<file path="config.mk">
export PLATFORM = sky130hd
export DESIGN_NAME = serial_rx_unit
export DESIGN_NICKNAME = d
export VERILOG_FILES = /design/src/rtl/serial_rx_pkg.sv /design/src/rtl/serial_rx_sync.sv /design/src/rtl/serial_rx_tick.sv /design/src/rtl/serial_rx_framer.sv /design/src/rtl/serial_rx_regs.sv /design/src/rtl/serial_rx_unit.sv
export SDC_FILE = /design/constraint.sdc
export NUM_CORES = 1
export LEC_CHECK = 0
export CAP_MARGIN = 25
export CORE_MARGIN = 10
export CORE_UTILIZATION = 30
export CTS_BUF_LIST = sky130_fd_sc_hd__clkbuf_4 sky130_fd_sc_hd__clkbuf_8 sky130_fd_sc_hd__clkbuf_16
export DETAILED_ROUTE_END_ITERATION = 12
export HOLD_SLACK_MARGIN = 0.08
export PLACE_DENSITY_LB_ADDON = 0.15
export SYNTH_ARGS = -nofsm -noshare
export SYNTH_HDL_FRONTEND = slang
export SYNTH_SLANG_ARGS = --single-unit
</file>
<file path="constraint.sdc">
create_clock -name clk -period 4.1 [get_ports clk]
set_input_delay 0.615 -clock clk [delete_from_list [all_inputs] [get_ports clk]]
set_output_delay 0.615 -clock clk [all_outputs]
set_load 0.1 [all_outputs]
</file>
<file path="src/rtl/serial_rx_pkg.sv">
package serial_rx_pkg;

    localparam int CHAR_W        = 8;
    localparam int LEN_W         = $clog2(CHAR_W);
    localparam int SUBTICKS      = 8;
    localparam int SUB_W         = $clog2(SUBTICKS) + 1;
    localparam int VOTE_A        = SUBTICKS / 2;
    localparam int VOTE_B        = VOTE_A + 1;
    localparam int VOTE_C        = VOTE_A + 2;

    typedef enum logic [2:0] {
        RX_IDLE,
        RX_START,
        RX_DATA,
        RX_PAR,
        RX_STOP1,
        RX_STOP2
    } rx_state_e;

    typedef enum logic [1:0] {
        PM_NONE  = 2'b00,
        PM_ODD   = 2'b01,
        PM_EVEN  = 2'b10,
        PM_NONE2 = 2'b11
    } par_mode_e;

    typedef struct packed {
        logic [CHAR_W-1:0] data;
        logic              perr;
        logic              ferr;
        logic              brk;
    } rx_frame_t;

    function automatic logic vote3(input logic [2:0] s);
        return (s[0] & s[1]) | (s[0] & s[2]) | (s[1] & s[2]);
    endfunction

    function automatic logic par_used(input par_mode_e m);
        return (m == PM_ODD) || (m == PM_EVEN);
    endfunction

    function automatic logic par_bit(input logic [CHAR_W-1:0] d, input par_mode_e m);
        return (m == PM_ODD) ? ~(^d) : (^d);
    endfunction

endpackage

</file>
<file path="src/rtl/serial_rx_sync.sv">
module serial_rx_sync #(
    parameter int STAGES = 2
) (
    input  logic clk,
    input  logic rst,
    input  logic din,
    output logic dout
);
    logic [STAGES-1:0] chain;

    generate
        for (genvar i = 0; i < STAGES; i++) begin : g_stage
            if (i == 0) begin : g_first
                always_ff @(posedge clk) begin
                    if (rst) chain[0] <= 1'b1;
                    else     chain[0] <= din;
                end
            end else begin : g_next
                always_ff @(posedge clk) begin
                    if (rst) chain[i] <= 1'b1;
                    else     chain[i] <= chain[i-1];
                end
            end
        end
    endgenerate

    assign dout = chain[STAGES-1];
endmodule

</file>
<file path="src/rtl/serial_rx_tick.sv">
module serial_rx_tick #(
    parameter int DIV_W = 16
) (
    input  logic             clk,
    input  logic             rst,
    input  logic             hold,
    input  logic [DIV_W-1:0] div,
    output logic             tick
);
    logic [DIV_W-1:0] cnt;
    logic [DIV_W-1:0] last;

    assign last = (div == '0) ? DIV_W'(1) : div;
    assign tick = !hold && (cnt == last);

    always_ff @(posedge clk) begin
        if (rst || hold)  cnt <= '0;
        else if (tick)    cnt <= '0;
        else              cnt <= cnt + DIV_W'(1);
    end
endmodule

</file>
<file path="src/rtl/serial_rx_framer.sv">
module serial_rx_framer
    import serial_rx_pkg::*;
(
    input  logic              clk,
    input  logic              rst,
    input  logic              line,
    input  logic              tick,
    input  logic [LEN_W-1:0]  wlen,
    input  par_mode_e         pmode,
    input  logic              two_stop,
    output logic              idle,
    output logic              done,
    output rx_frame_t         frame
);
    rx_state_e          state;
    logic [SUB_W-1:0]   tcnt;
    logic [SUB_W-1:0]   tnext;
    logic [1:0]         smp;
    logic [LEN_W-1:0]   bidx;
    logic [CHAR_W-1:0]  shreg;
    logic               allz;
    logic               perr_acc;
    logic               ferr_acc;
    logic               vote;
    logic               brk_now;

    assign tnext   = tcnt + SUB_W'(1);
    assign vote    = vote3({smp, line});
    assign brk_now = allz && !vote;
    assign idle    = (state == RX_IDLE);

    always_ff @(posedge clk) begin
        if (rst) begin
            state    <= RX_IDLE;
            tcnt     <= '0;
            smp      <= '0;
            bidx     <= '0;
            shreg    <= '0;
            allz     <= 1'b0;
            perr_acc <= 1'b0;
            ferr_acc <= 1'b0;
            done     <= 1'b0;
            frame    <= '0;
        end else begin
            done <= 1'b0;
            if (state == RX_IDLE) begin
                tcnt <= '0;
                if (!line) begin
                    state    <= RX_START;
                    shreg    <= '0;
                    bidx     <= '0;
                    allz     <= 1'b1;
                    perr_acc <= 1'b0;
                    ferr_acc <= 1'b0;
                end
            end else if (tick) begin
                tcnt <= (tnext == SUB_W'(SUBTICKS)) ? '0 : tnext;
                if (tnext == SUB_W'(VOTE_A) || tnext == SUB_W'(VOTE_B))
                    smp <= {smp[0], line};
                if (tnext == SUB_W'(VOTE_C)) begin
                    if (vote) allz <= 1'b0;
                    case (state)
                        RX_START: if (smp != 2'b00 || line) state <= RX_IDLE;
                        RX_DATA:  shreg[bidx] <= vote;
                        RX_PAR:   perr_acc <= (vote != par_bit(shreg, pmode));
                        RX_STOP1: begin
                            if (two_stop) begin
                                ferr_acc <= !vote;
                            end else begin
                                done        <= 1'b1;
                                state       <= RX_IDLE;
                                frame.data  <= shreg;
                                frame.brk   <= brk_now;
                                frame.ferr  <= !vote;
                                frame.perr  <= perr_acc && !brk_now;
                            end
                        end
                        RX_STOP2: begin
                            done        <= 1'b1;
                            state       <= RX_IDLE;
                            frame.data  <= shreg;
                            frame.brk   <= brk_now;
                            frame.ferr  <= ferr_acc || !vote;
                            frame.perr  <= perr_acc && !brk_now;
                        end
                        default: ;
                    endcase
                end
                if (tnext == SUB_W'(SUBTICKS)) begin
                    case (state)
                        RX_START: state <= RX_DATA;
                        RX_DATA: begin
                            if (bidx == wlen)
                                state <= par_used(pmode) ? RX_PAR : RX_STOP1;
                            else
                                bidx <= bidx + LEN_W'(1);
                        end
                        RX_PAR:   state <= RX_STOP1;
                        RX_STOP1: state <= RX_STOP2;
                        default: ;
                    endcase
                end
            end
        end
    end
endmodule

</file>
<file path="src/rtl/serial_rx_regs.sv">
module serial_rx_regs
    import serial_rx_pkg::*;
(
    input  logic              clk,
    input  logic              rst,
    input  logic              done,
    input  rx_frame_t         frame,
    input  logic              rd_en,
    input  logic              reg_sel,
    input  logic              wr_en,
    input  logic [7:0]        wr_byte,
    output logic [15:0]       rd_data,
    output logic [CHAR_W-1:0] char_q,
    output logic              ready,
    output logic              err,
    output logic              brk
);
    logic perr, ovr, ferr;
    logic rd_clear;
    logic [3:0] clr;
    logic [7:0] status;
    logic unused_wr_bits;

    assign unused_wr_bits = ^{wr_byte[7:5], wr_byte[0]};
    assign rd_clear = rd_en && !reg_sel;
    assign clr      = (wr_en && reg_sel) ? wr_byte[4:1] : 4'b0000;
    assign err      = perr | ovr | ferr | brk;
    assign status   = {2'b00, err, brk, ferr, ovr, perr, ready};
    assign rd_data  = {8'h00, reg_sel ? status : 8'(char_q)};

    always_ff @(posedge clk) begin
        if (rst) begin
            ready  <= 1'b0;
            perr   <= 1'b0;
            ovr    <= 1'b0;
            ferr   <= 1'b0;
            brk    <= 1'b0;
            char_q <= '0;
        end else begin
            if (rd_clear) ready <= 1'b0;
            perr <= perr & ~clr[0];
            ovr  <= ovr  & ~clr[1];
            ferr <= ferr & ~clr[2];
            brk  <= brk  & ~clr[3];
            if (done) begin
                if (frame.brk) begin
                    brk  <= 1'b1;
                    ferr <= 1'b1;
                end else begin
                    if (frame.perr) perr <= 1'b1;
                    if (frame.ferr) ferr <= 1'b1;
                    if (ready && !rd_clear) begin
                        ovr <= 1'b1;
                    end else begin
                        char_q <= frame.data;
                        ready  <= 1'b1;
                    end
                end
            end
        end
    end
endmodule

</file>
<file path="src/rtl/serial_rx_unit.sv">
module serial_rx_unit
    import serial_rx_pkg::*;
#(
    parameter int DIV_W       = 16,
    parameter int SYNC_STAGES = 2
) (
    input  logic             clk,
    input  logic             rst,
    input  logic             rx_in,
    input  logic [DIV_W-1:0] baud_div,
    input  logic [2:0]       word_len,
    input  logic [1:0]       parity_mode,
    input  logic             two_stop,
    input  logic             rd_en,
    input  logic             reg_sel,
    input  logic             wr_en,
    input  logic [15:0]      wr_data,
    output logic [15:0]      rd_data,
    output logic             rx_ready,
    output logic             rx_error,
    output logic             rx_break
);
    logic              line_s;
    logic              tick;
    logic              fr_idle;
    logic              frame_done;
    rx_frame_t         frame_q;
    logic [CHAR_W-1:0] held_char;
    logic              unused_wr_hi;

    assign unused_wr_hi = ^wr_data[15:8];

    serial_rx_sync #(.STAGES(SYNC_STAGES)) u_sync (
        .clk  (clk),
        .rst  (rst),
        .din  (rx_in),
        .dout (line_s)
    );

    serial_rx_tick #(.DIV_W(DIV_W)) u_tick (
        .clk  (clk),
        .rst  (rst),
        .hold (fr_idle),
        .div  (baud_div),
        .tick (tick)
    );

    serial_rx_framer u_framer (
        .clk      (clk),
        .rst      (rst),
        .line     (line_s),
        .tick     (tick),
        .wlen     (word_len),
        .pmode    (par_mode_e'(parity_mode)),
        .two_stop (two_stop),
        .idle     (fr_idle),
        .done     (frame_done),
        .frame    (frame_q)
    );

    serial_rx_regs u_regs (
        .clk     (clk),
        .rst     (rst),
        .done    (frame_done),
        .frame   (frame_q),
        .rd_en   (rd_en),
        .reg_sel (reg_sel),
        .wr_en   (wr_en),
        .wr_byte (wr_data[7:0]),
        .rd_data (rd_data),
        .char_q  (held_char),
        .ready   (rx_ready),
        .err     (rx_error),
        .brk     (rx_break)
    );
endmodule

</file>
Yosys cells after proc, flatten, opt, wreduce, memory -nomap -nowiden
Index checks and enable logic that the tools add are counted.
{"block": "totals", "regBits": 66, "elab_cells": 172}
{"block": "classes", "add_sub_neg": 3, "order_cmp": 2, "n_eq_ne": 17, "mux": 64, "bitwise_logic": 22, "n_reduce_logical": 42}
{"cell": "8-bit 2-to-1 mux", "n": 6}
{"cell": "3-bit 2-to-1 mux", "n": 15}
{"cell": "1-bit 2-to-1 mux", "n": 33}
{"cell": "11-bit case mux with 2 select lines", "n": 1}
{"cell": "2-bit nonzero test", "n": 10}
{"cell": "16-bit by 1-bit adder with 16-bit output, second input constant", "n": 1}
{"cell": "16-bit equality test", "n": 1}
{"cell": "16-bit zero test", "n": 1}
{"cell": "16-bit 2-to-1 mux", "n": 1}
{"cell": "5-bit AND reduction", "n": 3}
{"cell": "4-bit by 3-bit equality test with 1-bit output, second input constant", "n": 3}
{"cell": "3-bit case mux with 4 select lines", "n": 1}
{"cell": "4-bit AND reduction", "n": 3}
{"cell": "11-bit 2-to-1 mux", "n": 1}
{"cell": "1-bit NOT", "n": 10}
{"cell": "3-bit case mux with 3 select lines", "n": 1}
{"cell": "8-bit bitwise mux", "n": 1}
{"cell": "4-bit 2-to-1 mux", "n": 2}
{"cell": "8-bit parity", "n": 1}
{"cell": "1-bit AND", "n": 7}
{"cell": "1-bit logical AND", "n": 7}
{"cell": "3-bit by 2-bit equality test with 1-bit output, second input constant", "n": 2}
{"cell": "3-bit equality test, second input constant", "n": 2}
{"cell": "2-bit inequality test, second input constant", "n": 3}
{"cell": "other kinds (20)", "n": 34}

Longest topological paths before layout
Gate-level depths: netlist of run 1.
{"block": "logic_depth", "ltp_word": 10, "ltp_mapped": 9}

Modules after synthesis
Synthesis of run 1 repeated with hierarchy kept, for this count alone.
{"block": "unflattened", "cells_unflattened": 404, "hier_area_um2": 3663.5}
{"mod": "serial_rx_framer", "n_inst": 1, "cells_per_inst": 217, "area_per_inst_um2": 1930.6}
{"mod": "serial_rx_tick", "n_inst": 1, "cells_per_inst": 106, "area_per_inst_um2": 962.2}
{"mod": "serial_rx_regs", "n_inst": 1, "cells_per_inst": 77, "area_per_inst_um2": 718.2}
{"mod": "serial_rx_sync", "n_inst": 1, "cells_per_inst": 4, "area_per_inst_um2": 52.6}

Least setup slack after synthesis of run 1
Ideal clock, no wire load.
{"block": "synth_path", "path_kind": "register -> output", "from": "register u_regs.brk", "to": "output port rd_data[5]", "arrival_ps": 3146, "setup_slack_ps": 339, "path_stages_with_launch": 4, "path_buffers": 0, "path_cell_list": "dfxtp_1 > or4_1 > nor2_1 > nor2_1"}
{"block": "synth_between", "elab_chain_cells": 2}
{"item": "start, declared", "line_no": "serial_rx_regs.sv:16", "source": "output logic brk"}
{"item": "start signal, assigned", "line_no": "serial_rx_regs.sv:44", "source": "brk <= brk & ~clr[3];"}
{"item": "1-bit OR", "line_no": "serial_rx_regs.sv:27", "source": "assign err = perr | ovr | ferr | brk;"}
{"item": "named net rx_error", "line_no": "serial_rx_unit.sv:20", "source": "output logic rx_error,"}
{"item": "8-bit 2-to-1 mux", "line_no": "serial_rx_regs.sv:29", "source": "assign rd_data = {8'h00, reg_sel ? status : 8'(char_q)};"}
{"item": "end, declared", "line_no": "serial_rx_unit.sv:18", "source": "output logic [15:0] rd_data,"}
The timed path passes the listed nets, and every way through them passes these cells.

Worst setup path after layout of run 1
{"block": "layout_path", "from": "input port baud_div[10]", "to": "register u_framer.shreg[1]"}
{"block": "layout_between", "elab_chain_cells": 6}
{"item": "start, declared", "line_no": "serial_rx_unit.sv:10", "source": "input logic [DIV_W-1:0] baud_div,"}
{"item": "16-bit zero test", "line_no": "serial_rx_tick.sv:13", "source": "assign last = (div == '0) ? DIV_W'(1) : div;"}
{"item": "16-bit 2-to-1 mux *", "line_no": "serial_rx_tick.sv:13"}
{"item": "16-bit equality test *", "line_no": "serial_rx_tick.sv:14", "source": "assign tick = !hold && (cnt == last);"}
{"item": "1-bit logical AND *", "line_no": "serial_rx_tick.sv:14"}
{"item": "2-bit nonzero test (no source line) *"}
{"item": "4-bit AND reduction (no source line) *"}
{"item": "end signal, assigned by index", "line_no": "serial_rx_framer.sv:64", "source": "RX_DATA: shreg[bidx] <= vote;"}
{"item": "end, declared", "line_no": "serial_rx_framer.sv:20", "source": "logic [CHAR_W-1:0] shreg;"}
Every way passes the cells marked *; elsewhere a longest branch is shown, timed or not.
A chain may end at the register's enable or synchronous reset.

==> results of run 1 <==
## layout by cell type, fill, tap and decap left out, types with 6 or more instances in the layout
cell,netlist,routed
ha_1,6,6
clkbuf_16,0,9
nand2_1,24,24
xor2_1,23,23
clkdlybuf4s50_1,0,34
nor3_1,10,10
a21oi_1,8,8
nor4_1,11,10
mux2i_1,27,27
mux2_2,6,6
conb_1,1,8
buf_4,8,13
xnor2_1,20,20
nand2b_1,6,6
nor2_1,58,58
nand3_1,14,14
inv_1,8,8
nor2b_1,9,9
dfxtp_1,66,66
and3_1,6,6
## through the flow
| stage | cells | utilization, % | setup WS, ns | total power (W) |
|---|---|---|---|---|
| 3_3_place_gp | 553 | 35.6 | 0.796 | 0.000775 |
| 2_1_floorplan | 396 | - | 0.339 | 0.000734 |
| 5_1_grt | 569 | 38.4 | 1.00 | 0.00160 |
| 3_5_place_dp | 553 | 35.6 | 0.795 | 0.000775 |
| 4_1_cts | 569 | 38.4 | 1.14 | 0.00157 |
| 6_report | 569 | 38.4 | 1.16 | 0.00154 |
## sequential cells by signal (all words and copies together), names as in the netlist, 2 cells and up
signal	count
u_framer.bidx	3
u_framer.frame	11
u_framer.shreg	8
u_framer.smp	2
u_framer.state	3
u_framer.tcnt	4
u_regs.char_q	8
u_tick.cnt	16
## worst paths after layout
| kind | from | endpoint | slack [ns] |
|---|---|---|---|
| worst max-delay path | baud_div[10] | u_framer.shreg[1]$_SDFFE_PP0P_ | 1.16 |
| worst min-delay path | u_sync.chain[0]$_SDFF_PP1_ | u_sync.dout$_SDFF_PP1_ | 0.41 |
| worst max register to register | u_framer.tcnt[0]$_SDFFE_PP0P_ | u_framer.shreg[1]$_SDFFE_PP0P_ | 1.49 |
| worst min register to register | u_sync.chain[0]$_SDFF_PP1_ | u_sync.dout$_SDFF_PP1_ | 0.41 |
## cell usage after synthesis, types with 2 or more instances
| cell type | number | area share (%) |
|---|---|---|
| mux2i_1 | 27 | 8.0 |
| a22oi_1 | 3 | 0.66 |
| buf_4 | 8 | 1.8 |
| nor2_1 | 58 | 6.4 |
| or4_1 | 3 | 0.66 |
| ha_1 | 6 | 2.2 |
| a21boi_0 | 2 | 0.44 |
| buf_2 | 3 | 0.44 |
| inv_1 | 8 | 0.88 |
| nand2b_1 | 6 | 1.1 |
| dfxtp_1 | 66 | 39 |
| and3_1 | 6 | 1.1 |
| o31ai_1 | 2 | 0.44 |
| xnor2_1 | 20 | 5.2 |
| or2_2 | 2 | 0.37 |
| and3b_1 | 2 | 0.52 |
| nor3b_1 | 2 | 0.44 |
| nor4_1 | 11 | 2.0 |
| nor3_1 | 10 | 1.5 |
| nand3_1 | 14 | 2.1 |
| a41oi_1 | 2 | 0.52 |
| a31oi_1 | 4 | 0.74 |
| clkbuf_1 | 17 | 1.9 |
| nand2_1 | 24 | 2.7 |
| a21oi_1 | 8 | 1.2 |
| mux2_2 | 6 | 2.0 |
| nand4_1 | 2 | 0.37 |
| nand4b_1 | 4 | 1.0 |
| o21ai_0 | 5 | 0.74 |
| xor2_1 | 23 | 5.9 |
| buf_1 | 2 | 0.22 |
| nand3b_1 | 4 | 0.88 |
| nor2b_1 | 9 | 1.7 |
## logic make-up after synthesis
logic type                 count (synthesis)  synth area share, %
AOI/OAI and AO/OA                         36                 7.15
xor gates and xnor gates                  43                 11.1
adders and majority gates                  7                 2.51
buffers and inverters                     38                 5.20
DFF                                       66                 38.9
muxes                                     33                 9.96
other                                      1                0.111
and+or+nand+nor                          165                 25.0
## report_power, final
part	switching, W	internal [W]	leakage (nW)
clock	0.000306	0.000475	0.146
combinational	0.0000719	0.0000417	0.854
sequential	0.00000292	0.000644	0.532
total	0.000381	0.00116	1.53
## per-layer routing
metal  global-route usage [%]  share of wire (%)  up-vias
met5                        0                  0        -
met4                     6.03                2.5        0
met3                     2.92                5.0       11
met2                     15.2                 43       58
met1                     13.0                 49     1236
li1                         -                  -     1398
## final cells by class
class	count	area share (%)
flip-flops and latches	66	31.5
multi-input cells	292	46.0
repair buffers	47	10.4
inverters	8	0.716
clock inverters	7	1.85
well taps	140	4.18
clock buffers	9	5.37
==> reports/metrics.csv, run 1 <==
stage,metric,value,unit
timing,final hold violations,0,
timing,# setup viols final,0,
timing,worst rel slew slack,34.7,%
detailed_routing,DRC marker count from the first detailed-route iteration,79,
timing,actual slew at the worst max-slew pin,0.976,ns
setup_path,Worst Path Required,4.36,ns
synth,"EDFF count, synth",0,
synth,register area share after synthesis,38.9,%
timing,Hold Slack,0.412,ns
place,placed wire-length estimate,5870,µm
global_routing,antenna violations before repair,0,
cells_and_area,antenna diode count,0,
setup_path,Worst Reg-to-Reg Cells,6,
setup_path,Bufs and invs on worst path,1,
clocking,clock slew at reported path FFs,0.06,ns
clocking,clk buf depth,2,
synth,Post-synth top flop,dfxtp_1,
die,core area,0.0109,mm²
setup_path,Critical-path top delay cell,nor4b_2,
synth,post-synthesis async set-or-reset flop share,0,%
clocking,post-CTS setup buffer count,0,
setup_path,Setup crit end kind,flop,
clocking,clock root cell,clkbuf_16,
setup_path,startpoint types,input port,
synth,Mean Syn Cell Area,8.72,µm²
cells_and_area,nets,474,
synth,YS warnings,0,
die,Die X,126,µm
pwr,VDD IR max,0.223,mV
pwr,Power per Cell Area,367,mW/mm²
detailed_routing,Routed WL,7800,µm
die,I/O pin total,63,
timing,Tmin final,2.94,ns
detailed_routing,Avg Vias per Cell,4.75,
detailed_routing,routed vias,2703,
global_routing,first-pass GRT wire length,13500,µm
setup_path,maximum fanout along the worst path,8,
place,"Cell Area, Placed",0.00389,mm²
setup_path,worst-path cell chain,"clkdlybuf4s50_1, xor2_1, nor4_1, nand4_1, nor4b_2, nor4bb_1, mux2i_1",
clocking,number of CTS-inserted buffers,9,
global_routing,GRT Total Usage,10.3,%
clocking,clock sinks,66,
global_routing,gr ovfl total,0,
clocking,clk_lat worst skew,0.34,ns
synth,Synth cell types,53,
cells_and_area,area taken by multi-input logic gates,0.00193,mm²
timing,period utilisation layout,71.6,%
detailed_routing,average wire per standard cell,13.7,µm
place,IO buf count,42,
clocking,post_cts resized,0,
detailed_routing,"antenna viol nets, final",0,
timing,RSZ-0062 raised after global routing,false,
global_routing,largest net degree at the start of global routing,41,
timing,Fin Setup TNS,0,ns
detailed_routing,final routed DRC violation total,0,
setup_path,Levels on crit path,7,
cells_and_area,Reg area,0.00132,mm²
setup_path,Crit path largest cell delay,0.72,ns
detailed_routing,Initial DRT Pass Iterations,4,
synth,Yosys reg bits,66,
pwr,Leak,1.53,nW
hold_path,worst hold stages,1,
synth,Cells after Synth,389,
timing,Slew Limit Fails,0,
die,Die Height,126,µm
global_routing,number of global-route vias before repair,2720,
cells_and_area,synth-to-layout area growth,23.6,%
cells_and_area,# fillers,1123,
cells_and_area,proportion of layout cells with a drive suffix above 1,9.79,%
cells_and_area,"Design Area, Final",0.00420,mm²
setup_path,critical path class,in -> reg,
clocking,# hold bufs at CTS,0,
die,Site Rows,38,
synth,Mapped Area,0.00339,mm²
timing,fmax,340,MHz
clocking,htree depth,3,
run,MaxCap Viol Count,0,
setup_path,cell family with most CP delay,simple AND/OR/NAND/NOR gates,
place,gpl congestion,0.764,
hold_path,worst hold-check path type,reg -> reg,
clocking,CTS tree,done,
die,Initial Utilization,31.0,%
timing,Post-Route Skew,0.00633,ns
die,Die Area,0.0160,mm²
setup_path,critical path arrival,3.20,ns
run_status,run status,"complete, no violations",
(Power assumes the default switching activity.)
==> run 2: changes to the inputs <==
- clock period: 4.1 -> 2.85 ns (I/O delays scaled with it)
==> run 2 against run 1 <==
Compared with the run above:
- critical path depth grew 2
- register-to-register slack got worse by 1.0 ns
- utilization rose by 1.8 points
- worst setup slack got worse by 0.75 ns
- combinational power rose by 54%
- critical path type unchanged
==> reports/metrics.csv, run 2 (synthesized netlist as in run 1, its figures left out) <==
stage,metric,value,unit,change
run_status,run status,"complete, no violations",,unchanged
hold_path,worst hold stages,1,,unchanged
place,placed wire-length estimate,5930,µm,was 5870 µm
clocking,clk buf depth,2,,unchanged
cells_and_area,final core area utilization,40.2,%,was 38.4%
timing,Slew Limit Fails,0,,unchanged
clocking,clk_lat worst skew,0.33,ns,was 0.34 ns
cells_and_area,most frequent cells in the layout,"66 x dfxtp_1, 57 x nor2_1, 31 x clkdlybuf4s50_1, 27 x mux2i_1, 24 x nand2_1",,"was 66 x dfxtp_1, 58 x nor2_1, 34 x clkdlybuf4s50_1, 27 x mux2i_1, 24 x nand2_1"
timing,Post-Route Skew,0.00551,ns,was 0.00633 ns
setup_path,critical path class,in -> reg,,unchanged
clocking,clock root cell,clkbuf_16,,unchanged
die,Initial Utilization,31.0,%,unchanged
pwr,Power per Cell Area,525,mW/mm²,was 367 mW/mm²
pwr,"Power, Total",0.00230,W,was 0.00154 W
cells_and_area,largest registers,"u_tick.cnt: 16 flops, u_framer.frame: 11 flops",,unchanged
hold_path,Hold EP,u_sync.dout$_SDFF_PP1_,,unchanged
timing,# setup viols final,0,,unchanged
run,MaxCap Viol Count,0,,unchanged
setup_path,maximum fanout along the worst path,12,,was 8
detailed_routing,average wire per standard cell,13.7,µm,about the same
cells_and_area,synth-to-layout area growth,29.4,%,was 23.6%
clocking,clock sinks,66,,unchanged
cells_and_area,proportion of layout cells with a drive suffix above 1,12.2,%,was 9.79%
place,dpl ws,0.0841,ns,was 0.795 ns
place,IO buf count,42,,unchanged
setup_path,Worst Reg-to-Reg Cells,8,,was 6
setup_path,Setup crit end kind,flop,,unchanged
clocking,clock slew at reported path FFs,0.05,ns,was 0.06 ns
clocking,number of CTS-inserted buffers,9,,unchanged
detailed_routing,"antenna viol nets, final",0,,unchanged
setup_path,Worst Path Required,3.11,ns,was 4.36 ns
setup_path,worst-path cell chain,"clkdlybuf4s50_1, nor4_1, a41oi_1, xnor2_1, buf_12, nor4b_2, buf_4, nor4bb_1, mux2i_1",,"was clkdlybuf4s50_1, xor2_1, nor4_1, nand4_1, nor4b_2, nor4bb_1, mux2i_1"
setup_path,RR Startpoint,u_framer.tcnt[0]$_SDFFE_PP0P_,,unchanged
global_routing,gr ovfl total,0,,unchanged
cells_and_area,Reg with most FFs,u_tick.cnt,,unchanged
timing,worst rel slew slack,40.0,%,was 34.7%
die,core area,0.0109,mm²,unchanged
die,Die Height,126,µm,unchanged
detailed_routing,Initial DRT Pass Iterations,4,,unchanged
pwr,Leak,1.61,nW,was 1.53 nW
global_routing,antenna violations before repair,0,,unchanged
global_routing,number of global-route vias before repair,2791,,was 2720
detailed_routing,Avg Vias per Cell,4.77,,was 4.75
timing,Fin Setup TNS,0,ns,unchanged
cells_and_area,max reg flops,16,,unchanged
cells_and_area,nets,480,,was 474
setup_path,reg2reg end,u_framer.frame[1]$_SDFFE_PP0P_,,was u_framer.shreg[1]$_SDFFE_PP0P_
setup_path,Crit path largest cell delay,0.43,ns,was 0.72 ns
timing,final worst slack,0.408,ns,was 1.16 ns
die,Die Area,0.0160,mm²,unchanged
setup_path,Critical-path top delay cell,clkdlybuf4s50_1,,was nor4b_2
clocking,CTS tree,done,,unchanged
timing,RSZ-0062 raised after global routing,false,,unchanged
clocking,post_cts resized,0,,unchanged
die,I/O pin total,63,,unchanged
setup_path,critical path arrival,2.70,ns,was 3.20 ns
cells_and_area,"commonest non-fill, non-tap cell in the layout",dfxtp_1,,unchanged
global_routing,GRT Total Usage,10.2,%,was 10.3%
timing,actual slew at the worst max-slew pin,0.898,ns,was 0.976 ns
detailed_routing,routed vias,2742,,was 2703
timing,final hold violations,0,,unchanged
setup_path,reg-to-reg setup timing slack,0.49,ns,was 1.49 ns
global_routing,first-pass GRT wire length,13800,µm,was 13500 µm
clocking,post-CTS setup buffer count,0,,unchanged
setup_path,startpoint types,input port,,unchanged
pwr,VDD IR max,0.195,mV,was 0.223 mV
hold_path,Hold Crit Start,u_sync.chain[0]$_SDFF_PP1_,,unchanged
die,Site Rows,38,,unchanged
cells_and_area,"Design Area, Final",0.00439,mm²,was 0.00420 mm²
hold_path,worst hold-check path type,reg -> reg,,unchanged
clocking,# hold bufs at CTS,0,,unchanged
global_routing,largest net degree at the start of global routing,41,,unchanged
detailed_routing,final routed DRC violation total,0,,unchanged
die,Die X,126,µm,unchanged
timing,period utilisation layout,85.7,%,
clocking,htree depth,3,,unchanged
detailed_routing,DRC marker count from the first detailed-route iteration,100,,was 79
place,"Cell Area, Placed",0.00407,mm²,was 0.00389 mm²
detailed_routing,Routed WL,7880,µm,was 7800 µm
cells_and_area,antenna diode count,0,,unchanged
place,gpl congestion,0.797,,was 0.764
timing,fmax,410,MHz,
timing,Tmin final,2.44,ns,
## run 2: area by class of cell
type / count / area (µm²)
Fill cell: 1089 / 6540
Clock buffer: 9 / 225
Clock inverter: 7 / 100
Sequential cell: 66 / 1320
Multi-Input combinational cell: 292 / 1940
Tap cell: 140 / 175
Inverter: 8 / 30.0
Timing Repair Buffer: 53 / 601
## run 2: how the worst max path moves through the flow
stage,start,endpoint,slack [ns],depth (start not counted)
after detailed placement,baud_div[1],u_framer.shreg[1]$_SDFFE_PP0P_,0.08,9
after floorplan,u_regs.brk$_SDFF_PP0_,rd_data[5],0.40,3
after global placement,baud_div[1],u_framer.shreg[1]$_SDFFE_PP0P_,0.08,9
after global routing,u_framer.tcnt[0]$_SDFFE_PP0P_,u_framer.frame[1]$_SDFFE_PP0P_,0.26,8
after CTS,baud_div[1],u_framer.shreg[1]$_SDFFE_PP0P_,0.40,9
final,baud_div[1],u_framer.shreg[1]$_SDFFE_PP0P_,0.41,9
## run 2: metal layers
layer	track usage [%]	part of all wire (%)
met4	3.88	1.5
met3	3.37	4.9
met2	15.3	44
met5	0	0
met1	13.2	50
## run 2: critical path, delay by kind of cell
kind            cells  cell delay [ns]
mux                 1             0.21
buf+inv             3             0.79
compound gates      1             0.18
simple gates        3             0.88
xor+xnor            1             0.21
## run 2: report_power, final
group | internal (W) | total [W] | switching, W
clock | 0.000773 | 0.00120 | 0.000426
sequential | 0.000926 | 0.000930 | 0.00000432
combinational | 0.0000699 | 0.000176 | 0.000106
total | 0.00177 | 0.00230 | 0.000536
## run 2: through the flow
stage / hold slack, ns / instances
4_1_cts: 0.416 / 575
2_1_floorplan: 0.389 / 396
5_1_grt: 0.446 / 575
3_5_place_dp: 0.401 / 559
6_report: 0.410 / 575
3_3_place_gp: 0.402 / 559
